File: config.mk
export PLATFORM = sky130hd
export DESIGN_NAME = seg7_latch_decoder
export DESIGN_NICKNAME = d
export VERILOG_FILES = /design/src/rtl/seg7_pkg.sv /design/src/rtl/seg7_code_hold.sv /design/src/rtl/seg7_pattern_rom.sv /design/src/rtl/seg7_override.sv /design/src/rtl/seg7_latch_decoder.sv
export SDC_FILE = /design/constraint.sdc
export NUM_CORES = 1
export LEC_CHECK = 0
export CORE_AREA = 2 2 39 41
export CTS_BUF_LIST = sky130_fd_sc_hd__clkbuf_8
export CTS_CLUSTER_SIZE = 28
export DETAILED_ROUTE_END_ITERATION = 7
export DIE_AREA = 0 0 41 43
export DONT_BUFFER_PORTS = 1
export PLACE_DENSITY = 0.5
export SYNTH_ARGS = -nofsm -noshare
export SYNTH_HDL_FRONTEND = slang
export SYNTH_SLANG_ARGS = --single-unit
File: constraint.sdc
create_clock -name clk -period 1.6 [get_ports clk]
set_input_delay 0.16 -clock clk [delete_from_list [all_inputs] [get_ports clk]]
set_output_delay 0.16 -clock clk [all_outputs]
set_load 0.02 [all_outputs]
File: src/rtl/seg7_pkg.sv
package seg7_pkg;

    localparam int CODE_W     = 4;
    localparam int SEG_W      = 7;
    localparam int NUM_DIGITS = 10;

    localparam logic [SEG_W-1:0] SEG_ALL_ON  = {SEG_W{1'b1}};
    localparam logic [SEG_W-1:0] SEG_ALL_OFF = {SEG_W{1'b0}};

    typedef enum logic {
        LP_TRACK = 1'b0,
        LP_HOLD  = 1'b1
    } latch_phase_t;

    typedef enum logic [1:0] {
        DM_SHOW  = 2'd0,
        DM_BLANK = 2'd1,
        DM_LAMP  = 2'd2
    } disp_mode_t;

endpackage

File: src/rtl/seg7_code_hold.sv
module seg7_code_hold
    import seg7_pkg::*;
(
    input  logic              clk,
    input  logic              rst,
    input  logic              latch_en_n,
    input  logic [CODE_W-1:0] code_in,
    output logic [CODE_W-1:0] code_eff
);

    latch_phase_t      phase;
    logic [CODE_W-1:0] held_q;

    // Phase follows the enable level; TRACK reloads, HOLD keeps.
    always_comb begin
        phase = latch_en_n ? LP_HOLD : LP_TRACK;
    end

    always_ff @(posedge clk) begin
        if (rst) begin
            held_q <= '0;
        end else if (phase == LP_TRACK) begin
            held_q <= code_in;
        end
    end

    always_comb begin
        unique case (phase)
            LP_TRACK: code_eff = code_in;
            LP_HOLD:  code_eff = held_q;
            default:  code_eff = held_q;
        endcase
    end

endmodule

File: src/rtl/seg7_pattern_rom.sv
module seg7_pattern_rom
    import seg7_pkg::*;
(
    input  logic [CODE_W-1:0] code,
    output logic [SEG_W-1:0]  pattern
);

    // Bit order {g,f,e,d,c,b,a}; codes past nine stay dark.
    always_comb begin
        case (code)
            CODE_W'(0): pattern = 7'h3F;
            CODE_W'(1): pattern = 7'h06;
            CODE_W'(2): pattern = 7'h5B;
            CODE_W'(3): pattern = 7'h4F;
            CODE_W'(4): pattern = 7'h66;
            CODE_W'(5): pattern = 7'h6D;
            CODE_W'(6): pattern = 7'h7C;
            CODE_W'(7): pattern = 7'h07;
            CODE_W'(8): pattern = 7'h7F;
            CODE_W'(9): pattern = 7'h67;
            default:    pattern = SEG_ALL_OFF;
        endcase
    end

endmodule

File: src/rtl/seg7_override.sv
module seg7_override
    import seg7_pkg::*;
(
    input  logic             blank_n,
    input  logic             lamp_test_n,
    input  logic [SEG_W-1:0] pattern,
    output logic [SEG_W-1:0] seg
);

    disp_mode_t mode;

    // Lamp test outranks blanking.
    always_comb begin
        if (!lamp_test_n)  mode = DM_LAMP;
        else if (!blank_n) mode = DM_BLANK;
        else               mode = DM_SHOW;
    end

    always_comb begin
        unique case (mode)
            DM_LAMP:  seg = SEG_ALL_ON;
            DM_BLANK: seg = SEG_ALL_OFF;
            DM_SHOW:  seg = pattern;
            default:  seg = SEG_ALL_OFF;
        endcase
    end

endmodule

File: src/rtl/seg7_latch_decoder.sv
module seg7_latch_decoder
    import seg7_pkg::*;
(
    input  logic              clk,
    input  logic              rst,
    input  logic              latch_en_n,
    input  logic              blank_n,
    input  logic              lamp_test_n,
    input  logic [CODE_W-1:0] bcd_in,
    output logic [SEG_W-1:0]  seg_out
);

    logic [CODE_W-1:0] code_eff;
    logic [SEG_W-1:0]  pattern;

    seg7_code_hold u_hold (
        .clk        (clk),
        .rst        (rst),
        .latch_en_n (latch_en_n),
        .code_in    (bcd_in),
        .code_eff   (code_eff)
    );

    seg7_pattern_rom u_rom (
        .code    (code_eff),
        .pattern (pattern)
    );

    seg7_override u_ovr (
        .blank_n     (blank_n),
        .lamp_test_n (lamp_test_n),
        .pattern     (pattern),
        .seg         (seg_out)
    );

endmodule

Word-level counts from Yosys, hierarchy flattened
Memories as Yosys holds them, arrays and structs flattened. Cells that the tools add are included.

Bitwise operators: 1. Reduce and logical (&&, ||, !) cells: 1. Equal/unequal tests: 1. Mux-type cells: 5.

Operators by type and width (number): one-hot mux 7 bit (2 select lines) (1); one-hot mux 4 bit (2 select lines) (1); equality test 2 bit, second input constant (1); zero test 2 bit (1); two-way mux 1 bit (2); two-way mux 2 bit (1); NOT 1 bit (1).

Word-level logic and storage cells: 10. Bits in registers: 4. Output and inout bits: 7. Input port bits: 9. Memories kept: 1. Memory bits (read-only): 112.

Memory list: (no name shown) (depth 16, width 7, read ports 1, clocked after memory_dff 0, write ports 0, RTL line seg7_pattern_rom.sv:10) `case (code)`.

Longest topological paths before layout
An unclocked memory read counts as a cell.

Depth in word-level cells: 5. Gate-level depth with buffers: 8. Depth with buffers taken out: 7.

Modules after synthesis
A second synthesis with hierarchy kept.

Cells, all modules: 46. Area, all modules: 401.6 µm².

By module, submodules not included: seg7_pattern_rom (area each 181.4 µm², sequential area each 0.0 µm², cells each 27, times used 1); seg7_code_hold (area each 150.1 µm², sequential area each 80.1 µm², cells each 12, times used 1); seg7_override (area each 70.1 µm², sequential area each 0.0 µm², cells each 7, times used 1).

Least setup slack after synthesis
Ideal clock, no wire load.

Path kind: input to output. Start: in latch_en_n. End: out seg_out[5]. Buffers on the path: 1. Data required time: 1.440 ns. Setup slack: -0.115 ns. Data arrival time: 1.555 ns. Cell stages on the path: 8. Cells stage by stage: buf_6 mux2i_1 inv_1 ha_1 nor2b_1 o32a_1 a21oi_1 o21ai_1.

Word-level cells in the longest chain between the ends: 5.

RTL lines: from (decl) (RTL line seg7_latch_decoder.sv:6) `input logic latch_en_n,`; two-way mux 1 bit * (RTL line seg7_code_hold.sv:16) `phase = latch_en_n ? LP_HOLD : LP_TRACK;`; NOT 1 bit; one-hot mux 4 bit (2 select lines) * (RTL line seg7_code_hold.sv:28) `unique case (phase)`; memory read (16 x 7 bit) *; one-hot mux 7 bit (2 select lines) * (RTL line seg7_override.sv:20) `unique case (mode)`; to (decl) (RTL line seg7_latch_decoder.sv:10) `output logic [SEG_W-1:0] seg_out`.

Mark *: on every way between the ends. The rest lies on a longest branch, timed or not.

Final worst setup path
Start: reg u_hold.held_q[1]. End: out seg_out[0].

Word-level cells in the longest chain between the ends: 3.

RTL lines: from (decl) (RTL line seg7_code_hold.sv:12) `logic [CODE_W-1:0] held_q;`; from (signal assigned) (RTL line seg7_code_hold.sv:23) `held_q <= code_in;`; one-hot mux 4 bit (2 select lines) (RTL line seg7_code_hold.sv:28); memory read (16 x 7 bit); one-hot mux 7 bit (2 select lines) (RTL line seg7_override.sv:20).

Every way passes these cells.

==> summary by stage <==
Status
The run finished, with violations left. The final reports fail on negative setup slack.

Floorplan
The number of I/O pins is 16. The initial core utilization is between 30% and 40%. The number of rows created at floorplan is 14. The overall die width is ~41 um. The placeable core region is roughly 1400 um^2. The die is roughly 43 um tall. The floorplan step defined a die boundary enclosing ~1800 um^2.

Logic synthesis
The yosys synthesis warning count is 0. After technology mapping, the gate count stands at 55. The post-synthesis sequential element count is 4. The count of unique library cells instantiated by Yosys is 20. The synthesized net count is 68. The post-synthesis instance area is approximately 420 um^2. In this run the mean area of a mapped cell was between 7 and 8 um^2. The fraction of the yosys area taken by sequential cells is between 10% and 20%.

Finish
Cells with a size suffix above 1 make up about 64% of the layout. The net count of the finished layout is 93. The count of filler cells inserted in the layout is 125. The finished layout cell area is 861 um^2.

Measured on the finished design, the core utilization comes to approximately 62%. The post-route non-filler standard cell count is 94. The largest register by flop count is u_hold.held_q. The top cell types in the final layout, fill and taps aside, are 12 x buf_4, 10 x nor2_1, 7 x buf_6. The number of antenna diodes in the final layout is 0. In the final layout, the registers with the most flip-flops are u_hold.held_q x4.

The area added between synthesis and finish is 104%. The register with the most flip-flops in the layout has 4 of them. The leading cell type in the layout, fill and taps excluded is buf_4.

Worst setup path
The critical path startpoint category is a flip-flop. Along the worst path, the maximum fanout reaches 4. STA puts the critical path data required time at ~1.4 ns. In this design, the largest share of critical-path delay is due to compound AO/OA/AOI/OAI gates. Traced cell by cell, the critical path runs through mux2i_4, ha_2, nor2_1, o32a_1, a311oi_2, o21ai_2. The signal arrival time at the worst endpoint is 1.71 ns. The kind of capture point of the worst setup path is a primary output.

The total buffers and inverters traversed by the critical path is 0. The largest single stage delay on the critical path is about 0.32 ns. The slowest stage cell on the critical path is dfxtp_2. The worst setup path is of the flip-flop to primary output kind.

Power and ir drop
The leakage dissipation is ~0.33 nW. The part of the total power dissipated in sequential elements is 19.8%. In this run switching power makes up a little under a third of total power. In this run the power density over the cells is between 600 and 700 nW/um^2.

The combinational share of power is around 44%. After layout, the design draws a total of 0.585 mW. The net switching power of the design is roughly 0.18 mW. The cell-internal power is between 0.4 and 0.5 mW. The peak supply drop is between 0.5 and 0.6 mV. The part of the total power dissipated in the clock network is between 30 and 40%.

Timing
The final-report max-slew violation count is 0. The count of endpoints failing setup in the final report is 7. Setup repair after global routing could not meet its margin everywhere.

The clock arrives with 0 ns of skew. For the pin with the worst max-slew slack, the measured transition is 0.404 ns. In the post-route analysis, the smallest setup slack over all paths is -0.273 ns. The period utilization is 117%. The final hold violation count came to 0. Based on the critical path, the design can be clocked at up to about 0.53 GHz.

Counting I/O delays and the setup requirement, the final critical path takes between 1.5 and 2 ns. Headroom to the max-slew limit came out at around 73%.

Detailed routing
The via density per instance is approximately 5.4. The average wire per standard cell is 15.8 um. The number of vias in the routed layout is between 500 and 600. The count of TritonRoute iterations in the first routing pass is 4. The final layout contains routed wiring with a total length of between 1 and 1.5 mm. The count of unresolved DRC violations after routing is 0. The count of routing violations after the opening detailed-route iteration is 3.

The count of nets left with antenna violations after detail routing is 0.

Worst hold path
The path category of the worst min-delay check is primary input to flip-flop.

CTS
Clock tree synthesis found a total of 4 sinks. The later pin in the worst-skew pair is clocked with a latency of around 0.22 ns. The number of buffers on the longest clock path is 2.

The clock root buffer is clkbuf_8. The number of buffers inserted during clock tree synthesis is 3. TritonCTS built the clock tree. Clock-pin slew was measured on the worst setup and hold paths at roughly 0.03 ns.

The H-tree depth reported by CTS is 1.

GRT
Global routing consumed, over all layers together, 18.3% of the routing resources. After global routing the overflow that remains totals 0. The largest net degree at the start of global routing is 12.

The via count of the first global-routing pass is 498. The global-route track usage on met2 is just over 30%. The first global-routing pass estimated between 2 and 2.5 mm of wire. The layer with the highest usage is met2. For met3 alone, demand over resource in global routing was approximately 3.1%. The initial antenna violation count is 0. The met1 routing resource usage after global routing is 20.0%.

Place
The placement-stage cell area is ~530 um^2. Including well taps, the total number of placed cells is 78. Prior to clock tree synthesis, the placed netlist has a worst setup slack of -0.0841 ns. The port buffer count is 0.

Summed over all nets, the half-perimeter wirelength after detailed placement is about 930 um. The routability congestion estimate from global placement is 0.717.

Job
The max-cap check violation count is 0.
## cell type report
class | instances | area [um^2] | area share (%)
inverters | 2 | 12.5 | 1.45
multi-input cells | 48 | 515 | 59.9
clock buffers | 3 | 41.3 | 4.80
repair buffers | 21 | 189 | 21.9
well taps | 16 | 20.0 | 2.33
flip-flops and latches | 4 | 82.6 | 9.59
## layer usage
metal  share of wire [%]  wire length [um]  up-vias
met4                 2.6                38        0
met1                  37               542      239
met5                   0                 0        -
met2                  54               803       21
met3                 6.6                98        4
li1                    -                 -      246
## power by group through the flow
stage	sequential, mW	clock (mW)	combinational, mW
CTS	0.115	0.219	0.217
global placement	0.114	0	0.148
floorplan	0.113	0	0.115
finish	0.116	0.211	0.259
detailed placement	0.114	0	0.149
global route	0.116	0.223	0.275
## per-stage QoR
stage | hold slack [ns] | TNS [ns]
2_1_floorplan | 0.232 | 0
3_3_place_gp | 0.233 | -0.0481
3_5_place_dp | 0.235 | -0.127
4_1_cts | 0.000320 | -0.843
5_1_grt | 0.00382 | -1.60
6_report | 0.0111 | -1.17
## cell families after synthesis
logic type	count (synthesis)	share of synthesized area, %
buf+inv	3	4.45
compound gates	14	23.1
flops	4	19.0
mux	4	11.3
simple gates	26	30.3
fa+ha+maj	4	11.9
## synthesized netlist by cell type
cell type | instances | area, um^2
a211oi_1 | 1 | 7.51
nor2b_1 | 5 | 31.3
mux2i_1 | 2 | 20.0
a21oi_1 | 2 | 10.0
nor2_1 | 10 | 37.5
nand3_1 | 4 | 20.0
inv_1 | 2 | 7.51
o32a_1 | 2 | 20.0
dfxtp_1 | 4 | 80.1
nand2b_1 | 2 | 12.5
and2_1 | 1 | 6.26
buf_6 | 1 | 11.3
a2bb2oi_1 | 1 | 8.76
mux2i_2 | 2 | 27.5
nand2_1 | 3 | 11.3
a311oi_1 | 1 | 8.76
ha_1 | 4 | 50.1
o221ai_1 | 2 | 17.5
o21ai_1 | 5 | 25.0
nand4b_1 | 1 | 8.76
## what timing repair did
item                                   CTS  global route
cloned                                   0             0
gates resized for setup                 28            12
buffers inserted                         8             3
setup endpoints to repair                7             7
pin swaps                               13             6
hold buffers                             1             1
endpoints found under the hold margin    1             1
## worst register-to-register path, stage by stage (launching register included)
cell and delay [ns]:
dfxtp_1 0.55, mux2i_4 0.19, buf_4 0.20, nor2_1 0.07
## path summary, 6_finish.rpt
| path | from | end | slack [ns] | cells past startpoint |
|---|---|---|---|---|
| min | rst | u_hold.held_q[2] | 0.01 | 1 |
| max | u_hold.held_q[1] | seg_out[0] | -0.27 | 6 |
| max reg2reg | u_hold.held_q[2] | u_hold.held_q[2] | 0.53 | 3 |
| min reg2reg | u_hold.held_q[0] | u_hold.held_q[0] | 0.68 | 3 |
(Power assumes the default switching activity.)
